File: src/rtl/dmr_pkg.sv
package dmr_pkg;

    typedef enum logic [1:0] {
        MODE_NONE,
        MODE_REG,
        MODE_BLK
    } mode_e;

    typedef enum logic [2:0] {
        ST_IDLE,
        ST_ADDR,
        ST_RX,
        ST_TX,
        ST_WAIT
    } state_e;

    // Bus events in the system clock domain
    typedef struct packed {
        logic scl;
        logic sda;
        logic start;
        logic stop;
        logic rise;
        logic fall;
    } bus_ev_t;

    function automatic mode_e decode_addr(input logic [6:0] a,
                                          input logic [6:0] reg_addr,
                                          input logic [6:0] blk_addr);
        if (a == reg_addr)      return MODE_REG;
        else if (a == blk_addr) return MODE_BLK;
        else                    return MODE_NONE;
    endfunction

endpackage

File: src/rtl/dmr_sync.sv
module dmr_sync #(
    parameter int STAGES = 2
) (
    input  logic             clk,
    input  logic             rst,
    input  logic             scl_in,
    input  logic             sda_in,
    output dmr_pkg::bus_ev_t ev
);
    logic [STAGES-1:0] scl_pipe, sda_pipe;
    logic              scl_d, sda_d;

    always_ff @(posedge clk) begin
        if (rst) begin
            scl_pipe <= '1;
            sda_pipe <= '1;
            scl_d    <= 1'b1;
            sda_d    <= 1'b1;
        end else begin
            scl_pipe <= {scl_pipe[STAGES-2:0], scl_in};
            sda_pipe <= {sda_pipe[STAGES-2:0], sda_in};
            scl_d    <= scl_pipe[STAGES-1];
            sda_d    <= sda_pipe[STAGES-1];
        end
    end

    always_comb begin
        ev.scl   = scl_pipe[STAGES-1];
        ev.sda   = sda_pipe[STAGES-1];
        ev.start = ev.scl && scl_d && sda_d && !ev.sda;
        ev.stop  = ev.scl && scl_d && !sda_d && ev.sda;
        ev.rise  = ev.scl && !scl_d;
        ev.fall  = !ev.scl && scl_d;
    end
endmodule

File: src/rtl/dmr_regbank.sv
module dmr_regbank #(
    parameter int NREG = 8,
    parameter int DW   = 8,
    localparam int PW  = $clog2(NREG)
) (
    input  logic               clk,
    input  logic               rst,
    input  logic               wr_en,
    input  logic [PW-1:0]      wr_ptr,
    input  logic [DW-1:0]      wr_data,
    output logic [NREG*DW-1:0] regs_flat
);
    for (genvar g = 0; g < NREG; g++) begin : g_reg
        logic [DW-1:0] r;
        always_ff @(posedge clk) begin
            if (rst)                                r <= '0;
            else if (wr_en && wr_ptr == PW'(g))     r <= wr_data;
        end
        assign regs_flat[g*DW +: DW] = r;
    end
endmodule

File: src/rtl/dmr_proto.sv
module dmr_proto
    import dmr_pkg::*;
#(
    parameter int         NREG     = 8,
    parameter int         DW       = 8,
    parameter logic [6:0] REG_ADDR = 7'b1101010,
    parameter logic [6:0] BLK_ADDR = 7'b1101001,
    localparam int        PW       = $clog2(NREG),
    localparam int        BCW      = $clog2(DW + 1)
) (
    input  logic          clk,
    input  logic          rst,
    input  bus_ev_t       ev,
    input  logic [DW-1:0] rd_data,
    output logic [PW-1:0] ptr,
    output logic          wr_en,
    output logic [PW-1:0] wr_ptr,
    output logic [DW-1:0] wr_data,
    output logic          sda_oe,
    output mode_e         mode
);
    state_e         st;
    logic [BCW-1:0] bitcnt;
    logic           ackph, rw, nack, cnt_pend;
    logic [1:0]     rxidx;
    logic [DW-1:0]  sh, txsh, tx_next;
    mode_e          hit;

    assign hit     = decode_addr(sh[DW-1 -: 7], REG_ADDR, BLK_ADDR);
    assign tx_next = cnt_pend ? DW'(NREG) : rd_data;

    function automatic logic [PW-1:0] inc(input logic [PW-1:0] p);
        return (p == PW'(NREG - 1)) ? '0 : p + 1'b1;
    endfunction

    always_ff @(posedge clk) begin
        if (rst) begin
            st       <= ST_IDLE;
            mode     <= MODE_NONE;
            bitcnt   <= '0;
            ackph    <= 1'b0;
            rw       <= 1'b0;
            nack     <= 1'b0;
            cnt_pend <= 1'b0;
            rxidx    <= '0;
            sh       <= '0;
            txsh     <= '0;
            ptr      <= '0;
            sda_oe   <= 1'b0;
            wr_en    <= 1'b0;
            wr_ptr   <= '0;
            wr_data  <= '0;
        end else begin
            wr_en <= 1'b0;
            if (ev.start) begin
                st     <= ST_ADDR;
                bitcnt <= '0;
                ackph  <= 1'b0;
                nack   <= 1'b0;
                sda_oe <= 1'b0;
            end else if (ev.stop) begin
                st     <= ST_IDLE;
                mode   <= MODE_NONE;
                ackph  <= 1'b0;
                sda_oe <= 1'b0;
            end else if (st == ST_ADDR || st == ST_RX || st == ST_TX) begin
                if (ev.rise) begin
                    if (ackph) begin
                        if (st == ST_TX) nack <= ev.sda;
                    end else begin
                        sh     <= {sh[DW-2:0], ev.sda};
                        bitcnt <= bitcnt + 1'b1;
                    end
                end else if (ev.fall) begin
                    if (ackph) begin
                        // end of the ninth clock
                        ackph  <= 1'b0;
                        bitcnt <= '0;
                        if ((st == ST_ADDR && rw) || (st == ST_TX && !nack)) begin
                            st     <= ST_TX;
                            txsh   <= tx_next;
                            sda_oe <= ~tx_next[DW-1];
                            if (cnt_pend) cnt_pend <= 1'b0;
                            else          ptr      <= inc(ptr);
                        end else if (st == ST_TX) begin
                            st     <= ST_WAIT;
                            sda_oe <= 1'b0;
                        end else begin
                            st     <= ST_RX;
                            sda_oe <= 1'b0;
                        end
                    end else if (bitcnt == BCW'(DW)) begin
                        ackph <= 1'b1;
                        unique case (st)
                            ST_ADDR: begin
                                if (hit == MODE_NONE) begin
                                    st    <= ST_WAIT;
                                    mode  <= MODE_NONE;
                                    ackph <= 1'b0;
                                end else begin
                                    mode     <= hit;
                                    rw       <= sh[0];
                                    sda_oe   <= 1'b1;
                                    rxidx    <= '0;
                                    cnt_pend <= (hit == MODE_BLK) && sh[0];
                                end
                            end
                            ST_RX: begin
                                sda_oe <= 1'b1;
                                if (rxidx < 2'd2) rxidx <= rxidx + 1'b1;
                                if (rxidx == 2'd0) begin
                                    ptr <= sh[PW-1:0];
                                end else if (!(mode == MODE_BLK && rxidx == 2'd1)) begin
                                    wr_en   <= 1'b1;
                                    wr_ptr  <= ptr;
                                    wr_data <= sh;
                                    ptr     <= inc(ptr);
                                end
                            end
                            default: sda_oe <= 1'b0;
                        endcase
                    end else if (st == ST_TX) begin
                        txsh   <= {txsh[DW-2:0], 1'b0};
                        sda_oe <= ~txsh[DW-2];
                    end
                end
            end
        end
    end
endmodule

File: src/rtl/dmr_reg_slave.sv
module dmr_reg_slave
    import dmr_pkg::*;
#(
    parameter int         NREG     = 8,
    parameter int         DW       = 8,
    parameter int         STAGES   = 2,
    parameter logic [6:0] REG_ADDR = 7'b1101010,
    parameter logic [6:0] BLK_ADDR = 7'b1101001,
    localparam int        PW       = $clog2(NREG)
) (
    input  logic               clk,
    input  logic               rst,
    input  logic               scl_in,
    input  logic               sda_in,
    output logic               sda_oe,
    output logic [NREG*DW-1:0] regs_out
);
    bus_ev_t       ev;
    logic [PW-1:0] ptr, wr_ptr;
    logic          wr_en;
    logic [DW-1:0] wr_data, rd_data;
    mode_e         mode;

    dmr_sync #(.STAGES(STAGES)) u_sync (
        .clk(clk), .rst(rst), .scl_in(scl_in), .sda_in(sda_in), .ev(ev)
    );

    assign rd_data = regs_out[ptr*DW +: DW];

    dmr_proto #(
        .NREG(NREG), .DW(DW), .REG_ADDR(REG_ADDR), .BLK_ADDR(BLK_ADDR)
    ) u_proto (
        .clk(clk), .rst(rst), .ev(ev), .rd_data(rd_data), .ptr(ptr),
        .wr_en(wr_en), .wr_ptr(wr_ptr), .wr_data(wr_data),
        .sda_oe(sda_oe), .mode(mode)
    );

    dmr_regbank #(.NREG(NREG), .DW(DW)) u_bank (
        .clk(clk), .rst(rst), .wr_en(wr_en), .wr_ptr(wr_ptr),
        .wr_data(wr_data), .regs_flat(regs_out)
    );
endmodule

File: config.mk
export PLATFORM = sky130hd
export DESIGN_NAME = dmr_reg_slave
export DESIGN_NICKNAME = d
export VERILOG_FILES = /design/src/rtl/dmr_pkg.sv /design/src/rtl/dmr_sync.sv /design/src/rtl/dmr_regbank.sv /design/src/rtl/dmr_proto.sv /design/src/rtl/dmr_reg_slave.sv
export SDC_FILE = /design/constraint.sdc
export NUM_CORES = 1
export LEC_CHECK = 0
export ABC_AREA = 0
export BUFFER_PORTS_ARGS = -buffer_cell sky130_fd_sc_hd__buf_2
export CORE_AREA = 2 2 126 128
export DETAILED_ROUTE_END_ITERATION = 6
export DIE_AREA = 0 0 128 130
export PLACE_DENSITY = 0.6
export SETUP_SLACK_MARGIN = 0.3
export SYNTH_ARGS = -nofsm -noshare
export SYNTH_HDL_FRONTEND = slang
export SYNTH_HIERARCHICAL = 1
export SYNTH_SLANG_ARGS = --single-unit
File: constraint.sdc
create_clock -name clk -period 3.9 [get_ports clk]
set_input_delay 0.195 -clock clk [delete_from_list [all_inputs] [get_ports clk]]
set_output_delay 0.195 -clock clk [all_outputs]
set_load 0.03 [all_outputs]
==> summary.txt, run 1 <==
Status
  • Status: finished, final reports clean

Timing
  • Slew HR: 0.340
  • Final worst path period need: 2.50 ns
  • RSZ-0062 raised after global routing: false
  • FMAX: roughly 0.40 GHz
  • Period utilization: 0.641
  • Final setup violation count: 0
  • Max-slew violations: 0
  • Post-route setup TNS: 0 ns
  • Clk_skew: roughly 0.014 ns
  • Final Hold Fails: 0
  • Slew @ Worst Pin: between 0.9 and 1 ns

Routing
  • Metal1 wirelength: 6580 µm
  • Initial drt markers: 349
  • 1st-pass router iterations: 5
  • Total Wirelength: 15500 µm
  • Drt via density: approximately 5.4
  • # DRC: 0
  • Routed wl met3: roughly 840 µm
  • Via count: approximately 4400
  • DR WL met2: approximately 7800 µm
  • Remaining antenna violation count: 0
  • Wire length per cell: a little under 20 µm
  • Uppermost routed layer: met4

Yosys
  • Cell Area, Synth: between 5000 and 6000 µm²
  • Syn avg cell area: 10.5 µm²
  • Cell count after synthesis: roughly 560
  • Number of synthesis warnings: 6
  • Mapped Nets: approximately 570

CTS
  • Postcts setup bufs: 0
  • CTS clk-pin slew, worst paths: ~0.060 ns
  • CTS max path bufs: 2
  • Clock net sink count: about 120
  • CTS tree: done
  • # resized after CTS: 0
  • Number of CTS-inserted buffers: 17
  • # H-tree levels: 4
  • Clock latency on the worst-skew pair: around 0.42 ns
  • CTS Root Cell: clkbuf_16

Finish
  • Multi-input gate area: 3200 µm²
  • Area Growth Syn to Fin: 15.9%
  • FF/Latch Area: 2320 µm²
  • Commonest non-fill, non-tap cell in the layout: dfxtp_1
  • Util after Layout: 0.438
  • Antenna fix cells: 0
  • Fraction of layout cells with a size suffix above 1: 0.217
  • Nets: a little over 600
  • Fillers: about 1500
  • Commonest non-fill, non-tap cells in the layout: 116 x dfxtp_1, 81 x nand2b_1, 81 x mux2i_1

Power
  • Comb pwr share: 0.024
  • Clock group share of total power: 0.543
  • Pwr per Cell Area: between 400 and 500 nW/µm²
  • Internal power: roughly 0.0021 W
  • Power share of the sequential group: 0.434
  • Switching power: 0.000643 W
  • Worst IR drop on VDD: 0.000302 V
  • Pleak: 3.00 nW
  • Sw Ratio: 0.234

Worst hold path
  • Worst Hold Path Cells: 2
  • Hold crit path type: in2reg

Floorplanning
  • Initial Util: 0.378
  • Die Area: between 15000 and 20000 µm²
  • IO Pins: a little under 70
  • Core area: roughly 15000 µm²
  • FP Rows: between 40 and 50
  • Die height: 130 µm
  • Die width: 128 µm

Setup path
  • R2r worst-path depth: 5
  • Startpoint types: flop
  • Worst Path Max Fanout: 20
  • Crit. End Element: flop
  • Crit Path Class: reg2reg
  • WP data required: 4.20 ns
  • CP Data Arrival Time: approximately 2.8 ns

Global routing
  • GRT overflow: 0
  • Vias in the first global route: 4367
  • Global-route wire length before repair: between 20000 and 25000 µm
  • Antenna violations before repair: 0
  • Pin count of the biggest net entering global routing: between 50 and 60
  • Total Routing Usage GR: 0.189

Placed design
  • GPL Wtd Cong: approximately 0.88
  • Port bufs: just under 70
  • Post-DP HPWL: 10700 µm

Flow run
  • Max Cap Viol: 0
-- area by class of cell --
| type | instances | share of cell area |
|---|---|---|
| flip-flops and latches | 116 | 0.344 |
| clock inverters | 13 | 0.0183 |
| multi-input cells | 379 | 0.473 |
| clock buffers | 18 | 0.0650 |
| repair buffers | 73 | 0.0567 |
| well taps | 192 | 0.0356 |
| inverters | 13 | 0.00722 |
-- power groups by stage --
stage	Clock [W]	Combinational (W)	Sequential, W
2_1_floorplan	0	0.0000483	0.00122
3_3_place_gp	0	0.0000617	0.00122
4_1_cts	0.00152	0.0000652	0.00119
5_1_grt	0.00158	0.0000720	0.00119
3_5_place_dp	0	0.0000633	0.00122
6_report	0.00150	0.0000648	0.00119
-- worst max-delay path, cell delays in order (launching register included) --
cell and delay (ns):
dfxtp_1 0.97, mux4_1 0.66, mux2_2 0.29, a22oi_1 0.15, nor2_1 0.06, mux2_4 0.26
-- per-layer routing --
metal / up-vias / GRT usage
met3: 23 / 0.0611
met5: - / 0
met2: 125 / 0.328
met1: 2153 / 0.222
li1: 2076 / -
met4: 0 / 0.0614
-- final timing paths --
check / startpoint / end / slack, ns
worst max-delay path: u_proto/ptr[0]$_SDFFE_PP0P_ / u_proto/txsh[2]$_SDFFE_PP0P_ / 1.40
worst min-delay path: rst / u_proto/sh[4]$_SDFFE_PP0P_ / 0.32
worst max register to register: u_proto/ptr[0]$_SDFFE_PP0P_ / u_proto/txsh[2]$_SDFFE_PP0P_ / 1.40
worst min register to register: u_sync/scl_pipe[0]$_SDFF_PP1_ / u_sync/scl_pipe[1]$_SDFF_PP1_ / 0.41
-- through the flow --
stage	setup slack (ns)	cells	power, W	area [µm²]	hold slack, ns
after floorplan	1.90	555	0.00127	5830	0.292
after global placement	1.46	771	0.00128	6170	0.384
after detailed placement	1.39	771	0.00128	6170	0.381
after CTS	1.38	804	0.00278	6760	0.320
after global routing	1.25	804	0.00285	6760	0.360
final	1.40	804	0.00275	6760	0.322
-- registers in the layout (all words and copies together) (netlist names), 3 cells and up --
| name | count |
|---|---|
| u_proto/bitcnt | 4 |
| u_proto/wr_ptr | 3 |
| u_bank/g.r | 64 |
| u_proto/sh | 8 |
| u_proto/txsh | 7 |
| u_proto/wr_data | 8 |
| u_proto/st | 3 |
| u_proto/ptr | 3 |
-- what timing repair did --
action                     CTS  global route
hold buffers                 2             0
setup endpoints to repair    0             0
hold endpoints to repair     2             0
No activity file was read; power rests on OpenSTA's default activity.
==> run 2: changes to the inputs <==
==> constraint.sdc (replaced) <==
create_clock -name clk -period 2.34 [get_ports clk]
set_input_delay 0.117 -clock clk [delete_from_list [all_inputs] [get_ports clk]]
set_output_delay 0.117 -clock clk [all_outputs]
set_load 0.03 [all_outputs]
==> run 2 against run 1 <==
Compared with the run above:
- non-clock buffer count is 13 higher
- fmax up 28%
- register-to-register slack got worse by 1.0 ns
- sequential power up 67%
- cell count increased by 1.7%
- clock skew decreased by 0.0059 ns
- critical path depth up 1
- via count up 0.96%
- design area grew 3.6%
- combinational power grew 77%
- first-iteration DRC count grew 18%
- highest routed layer unchanged
==> summary.txt, run 2 (synthesized netlist as in run 1, its figures left out) <==
Floorplanning
  • Initial Util: 0.378
  • Die Area: between 15000 and 20000 µm²
  • FP Rows: 46
  • Core area: roughly 15000 µm²
  • IO Pins: just under 70
  • Die width: 128 µm
  • Die height: 130 µm

Routing
  • Via count: 4419
  • Wire length per cell: between 15 and 20 µm
  • Remaining antenna violation count: 0
  • 1st-pass router iterations: 5
  • Drt via density: ~5.4
  • Initial drt markers: ~410
  • # DRC: 0
  • Total Wirelength: ~15000 µm

Flow run
  • Max Cap Viol: 0

CTS
  • CTS tree: done
  • Clock net sink count: 116
  • CTS clk-pin slew, worst paths: 0.06 ns
  • CTS Root Cell: clkbuf_16
  • # H-tree levels: 4
  • CTS max path bufs: 2
  • Clock latency on the worst-skew pair: roughly 0.42 ns
  • Number of CTS-inserted buffers: 17

Finish
  • Fraction of layout cells with a size suffix above 1: 0.240
  • Largest Register: u_bank/g.r
  • Antenna fix cells: 0
  • Non-filler instance count after layout: slightly above 800
  • Max reg flops: 64
  • Commonest non-fill, non-tap cell in the layout: dfxtp_1
  • Largest regs: u_bank/g.r: 64 flops, u_proto/sh: 8 flops, u_proto/wr_data: 8 flops
  • Area Growth Syn to Fin: 20.1%
  • Commonest non-fill, non-tap cells in the layout: 115 x dfxtp_1, 81 x nand2b_1, 81 x mux2i_1
  • Nets: about 620

Placed design
  • GPL Wtd Cong: about 0.86
  • Port bufs: 68
  • Post-DP HPWL: 10500 µm
  • Setup WS pre-CTS: 0.327 ns
  • Placed Instances: around 800

Timing
  • Post-route setup TNS: 0 ns
  • Final WS setup: between 0.3 and 0.4 ns
  • Clk_skew: 0.00844 ns
  • Period utilization: 0.832
  • Final Hold Fails: 0
  • FMAX: between 0.5 and 0.6 GHz
  • Max-slew violations: 0
  • Final worst path period need: around 1.9 ns
  • Slew HR: 0.512
  • Slew @ Worst Pin: 0.728 ns
  • Final setup violation count: 0
  • Hold WS: ~0.044 ns
  • RSZ-0062 raised after global routing: true

Setup path
  • R2r worst-path depth: 6
  • Startpoint types: flop
  • CP Data Arrival Time: 2.25 ns
  • Worst setup path start: u_proto/ptr[0]$_SDFFE_PP0P_
  • RR Startpoint: u_proto/ptr[0]$_SDFFE_PP0P_
  • Worst R2R End: u_proto/txsh[6]$_SDFFE_PP0P_
  • R2R setup slack: slightly below 0.4 ns
  • Crit Path Class: reg2reg
  • Worst Path Max Fanout: 10
  • Crit. End Element: flop
  • WP data required: about 2.7 ns
  • CP Capture Point: u_proto/txsh[6]$_SDFFE_PP0P_

Global routing
  • Total Routing Usage GR: 0.194
  • GRT overflow: 0
  • Antenna violations before repair: 0
  • Vias in the first global route: between 4000 and 5000
  • Pin count of the biggest net entering global routing: 58
  • Global-route wire length before repair: 24500 µm

Power
  • Pleak: between 3 and 4 nW
  • Clock group share of total power: 0.578
  • Switching power: between 0.001 and 0.0015 W
  • Comb pwr share: 0.023
  • Worst IR drop on VDD: approximately 0.00051 V
  • Pwr per Cell Area: slightly above 700 nW/µm²
  • Power share of the sequential group: 0.399
  • Sw Ratio: 0.213
  • Internal power: 0.00393 W

Worst hold path
  • Hold Path Origin: rst
  • Hold crit path type: in2reg

Status
  • Status: finished, final reports clean
-- run 2: cell types whose count changed in the layout (fill, tap and decap cells not counted), sizes merged --
cell	delta
clkinvlp	-1
clkbuf	+1
bufinv	+4
inv	-1
buf	+12
clkinv	-1
-- run 2: timing repair --
action	CTS	global route
endpoints found under the hold margin	2	0
setup buffers	1	0
cloned	0	1
pin swaps	1	0
endpoints found under the setup margin	1	12
hold buffers	2	0
gates resized for setup	0	6
-- run 2: worst min-delay path by stage --
stage,endpoint,cells past startpoint
2_1_floorplan,u_sync/scl_d$_SDFF_PP1_,1
3_3_place_gp,u_sync/scl_pipe[0]$_SDFF_PP1_,2
3_5_place_dp,u_sync/sda_pipe[0]$_SDFF_PP1_,2
4_1_cts,u_proto/sh[6]$_SDFFE_PP0P_,2
5_1_grt,u_proto/sh[5]$_SDFFE_PP0P_,2
6_report,u_proto/sh[6]$_SDFFE_PP0P_,2
-- run 2: metal layers --
| metal | up-vias | global-route usage | wire [µm] | share of wire |
|---|---|---|---|---|
| met5 | - | 0 | 0 | 0 |
| met4 | 0 | 0.0776 | 273 | 0.018 |
| met3 | 22 | 0.0476 | 707 | 0.046 |
| met2 | 112 | 0.319 | 7480 | 0.48 |
| met1 | 2178 | 0.246 | 7020 | 0.45 |
| li1 | 2107 | - | - | - |
-- run 2: area by class of cell --
type	instances	area, µm²
sequential	116	2320
inverter	13	48.8
clock buffer	18	429
tap	192	240
multi-input combinational	379	3210
fill	1473	8430
timing repair buffer	86	523
clock inverter	14	223
-- run 2: power by group through the flow --
| stage | clock (W) | sequential [W] | combinational (W) |
|---|---|---|---|
| floorplan | 0 | 0.00203 | 0.0000806 |
| global placement | 0 | 0.00203 | 0.000108 |
| CTS | 0.00294 | 0.00199 | 0.000113 |
| finish | 0.00289 | 0.00199 | 0.000115 |
| global route | 0.00303 | 0.00199 | 0.000127 |
| detailed placement | 0 | 0.00203 | 0.000110 |
-- run 2: worst max-delay path, cell delays in order (launching register included) --
cell     delay [ns]
dfxtp_2        0.38
buf_12         0.16
mux4_1         0.55
mux2_2         0.27
a22oi_1        0.16
nor2_1         0.06
mux2_4         0.26
-- run 2: stage by stage --
| stage | area [µm²] | power (W) | util |
|---|---|---|---|
| final | 7000 | 0.00499 | 0.454 |
| after global routing | 7000 | 0.00514 | 0.454 |
| after CTS | 6960 | 0.00504 | 0.451 |
| after detailed placement | 6280 | 0.00214 | 0.407 |
| after global placement | 6280 | 0.00214 | 0.407 |
| after floorplan | 5830 | 0.00211 | - |
==> run 3: changes to the inputs <==
==> constraint.sdc (replaced) <==
create_clock -name clk -period 1.8 [get_ports clk]
set_input_delay 0.09 -clock clk [delete_from_list [all_inputs] [get_ports clk]]
set_output_delay 0.09 -clock clk [all_outputs]
set_load 0.03 [all_outputs]
==> run 3 against run 2 <==
Compared with the run above:
- sequential power is 30% higher
- combinational power is 100% higher
- register-to-register slack worse by 0.48 ns
- critical path depth stayed put
- hold slack better by 0.36 ns
- via count is 7.4% higher
- highest routed layer unchanged
- the flow now finishes with violations (negative setup slack)
- count of clock-buffer cells in the layout is 2 higher
- cell count rose by 7.0%
- clock skew shrank 0.0033 ns
- worst setup slack got worse by 0.48 ns
==> summary.txt, run 3 (synthesized netlist as in run 1, its figures left out) <==
Power
  • Worst IR drop on VDD: roughly 0.00062 V
  • Sw Ratio: 0.220
  • Pwr per Cell Area: between 700 and 800 nW/µm²
  • Clock group share of total power: 0.553
  • Comb pwr share: 0.037
  • Power share of the sequential group: 0.410
  • Switching power: ~0.0014 W
  • Pleak: between 3 and 4 nW
  • Final total power: 0.00631 W
  • Internal power: between 0.004 and 0.005 W

Setup path
  • Worst R2R End: u_proto/txsh[4]$_SDFFE_PP0P_
  • RR Startpoint: u_proto/ptr[0]$_SDFFE_PP0P_
  • WP data required: between 2 and 2.5 ns
  • Startpoint types: flop
  • Worst Path Max Fanout: 7
  • R2R setup slack: -0.08 ns
  • Worst setup path start: u_proto/ptr[0]$_SDFFE_PP0P_
  • Crit Path Class: reg2reg
  • R2r worst-path depth: 6
  • Crit. End Element: flop
  • CP Data Arrival Time: approximately 2.2 ns

Timing
  • Final WS setup: -0.0842 ns
  • Final worst path period need: ~1.9 ns
  • Slew HR: 0.637
  • Period utilization: 1.05
  • RSZ-0062 raised after global routing: true
  • Final setup violation count: 6
  • Max-slew violations: 0
  • Hold WS: 0.404 ns
  • Final Hold Fails: 0
  • Clk_skew: 0.00513 ns
  • Slew @ Worst Pin: roughly 0.54 ns
  • FMAX: 0.531 GHz

Placed design
  • Post-DP Area: around 6600 µm²
  • Post-DP HPWL: 11500 µm
  • GPL Wtd Cong: between 0.9 and 1
  • Placed Instances: 814
  • Port bufs: between 60 and 70

Floorplanning
  • Die Area: between 15000 and 20000 µm²
  • Core area: about 15000 µm²
  • Die height: approximately 130 µm
  • IO Pins: a little under 70
  • FP Rows: 46
  • Initial Util: 0.378
  • Die width: ~130 µm

CTS
  • CTS tree: done
  • CTS Root Cell: clkbuf_16
  • CTS max path bufs: 2
  • Clock net sink count: about 120
  • Number of CTS-inserted buffers: 17
  • CTS clk-pin slew, worst paths: ~0.05 ns
  • Clock latency on the worst-skew pair: around 0.41 ns
  • # H-tree levels: 4

Finish
  • Largest Register: u_bank/g.r
  • Commonest non-fill, non-tap cells in the layout: 103 x dfxtp_1, 80 x mux2i_1, 78 x nand2b_1
  • Design area: between 8000 and 9000 µm²
  • Max reg flops: 64
  • Nets: 680
  • Commonest non-fill, non-tap cell in the layout: dfxtp_1
  • Non-filler instance count after layout: 875
  • Area Growth Syn to Fin: 37.6%
  • Antenna fix cells: 0
  • Largest regs: u_bank/g.r: 64 flops, u_proto/sh: 8 flops, u_proto/wr_data: 8 flops
  • Fraction of layout cells with a size suffix above 1: 0.447

Global routing
  • Vias in the first global route: approximately 4800
  • Pin count of the biggest net entering global routing: 30
  • GRT overflow: 0
  • Global-route wire length before repair: ~26000 µm
  • Total Routing Usage GR: 0.207
  • Antenna violations before repair: 0

Routing
  • Drt via density: 5.43
  • Via count: between 4000 and 5000
  • Initial drt markers: 230
  • Total Wirelength: around 18000 µm
  • # DRC: 0
  • Wire length per cell: between 20 and 25 µm
  • Remaining antenna violation count: 0
  • 1st-pass router iterations: 4

Status
  • Status: complete, but fails checks
  • Failing checks: negative setup slack

Worst hold path
  • Hold Path Origin: sda_in
  • Worst Hold Path Cells: 3
  • Hold crit path type: in2reg
  • Hold EP: u_sync/sda_pipe[0]$_SDFF_PP1_

Flow run
  • Max Cap Viol: 0
run 3: power by group through the flow:
stage                     sequential, W  combinational, W  clock, W
after floorplan                 0.00264          0.000106         0
after global placement          0.00264          0.000151         0
after detailed placement        0.00264          0.000153         0
after CTS                       0.00259          0.000200   0.00352
after global routing            0.00259          0.000245   0.00365
final                           0.00259          0.000232   0.00349
run 3: routing by layer:
layer	GRT usage	up-vias	share of wire
li1	-	2212	-
met1	0.249	2331	0.41
met2	0.348	161	0.51
met3	0.0492	43	0.052
met4	0.103	0	0.034
met5	0	-	0
run 3: how the worst max path moves through the flow:
stage	to	slack, ns	cells after the start
global placement	u_proto/txsh[2]$_SDFFE_PP0P_	-0.11	6
detailed placement	u_proto/txsh[2]$_SDFFE_PP0P_	-0.15	6
finish	u_proto/txsh[4]$_SDFFE_PP0P_	-0.08	6
global route	u_proto/txsh[1]$_SDFFE_PP0P_	-0.13	6
CTS	u_proto/txsh[1]$_SDFFE_PP0P_	-0.09	6
floorplan	u_proto/txsh[3]$_SDFFE_PP0P_	-0.13	7
run 3: cell type report:
class | count | area (µm²)
Inverter | 13 | 61.3
Timing Repair Buffer | 143 | 1090
Clock inverter | 12 | 155
Multi-Input combinational cell | 379 | 3670
Fill cell | 1387 | 7410
Sequential cell | 116 | 2350
Tap cell | 192 | 240
Clock buffer | 20 | 457
run 3: timing repair:
| action | in CTS | in global routing |
|---|---|---|
| endpoints found under the hold margin | 4 | 0 |
| gates resized for setup | 130 | 36 |
| endpoints found under the setup margin | 43 | 50 |
| hold buffers | 3 | 0 |
| gates cloned | 2 | 1 |
| setup buffers | 17 | 6 |
| pin swaps | 35 | 25 |
run 3: worst max-delay path: stages (launching register included):
cell     delay [ns]
dfxtp_4        0.39
buf_16         0.14
mux4_2         0.49
mux2_2         0.28
a22oi_2        0.13
nor2_1         0.07
mux2_4         0.27
run 3: per-stage QoR:
| step | setup TNS [ns] | worst slack, ns | util |
|---|---|---|---|
| 6_report | -0.404 | -0.0842 | 0.520 |
| 5_1_grt | -0.959 | -0.127 | 0.520 |
| 4_1_cts | -0.431 | -0.0871 | 0.505 |
| 3_5_place_dp | -0.639 | -0.149 | 0.425 |
| 3_3_place_gp | -0.451 | -0.110 | 0.425 |
| 2_1_floorplan | -0.765 | -0.129 | - |
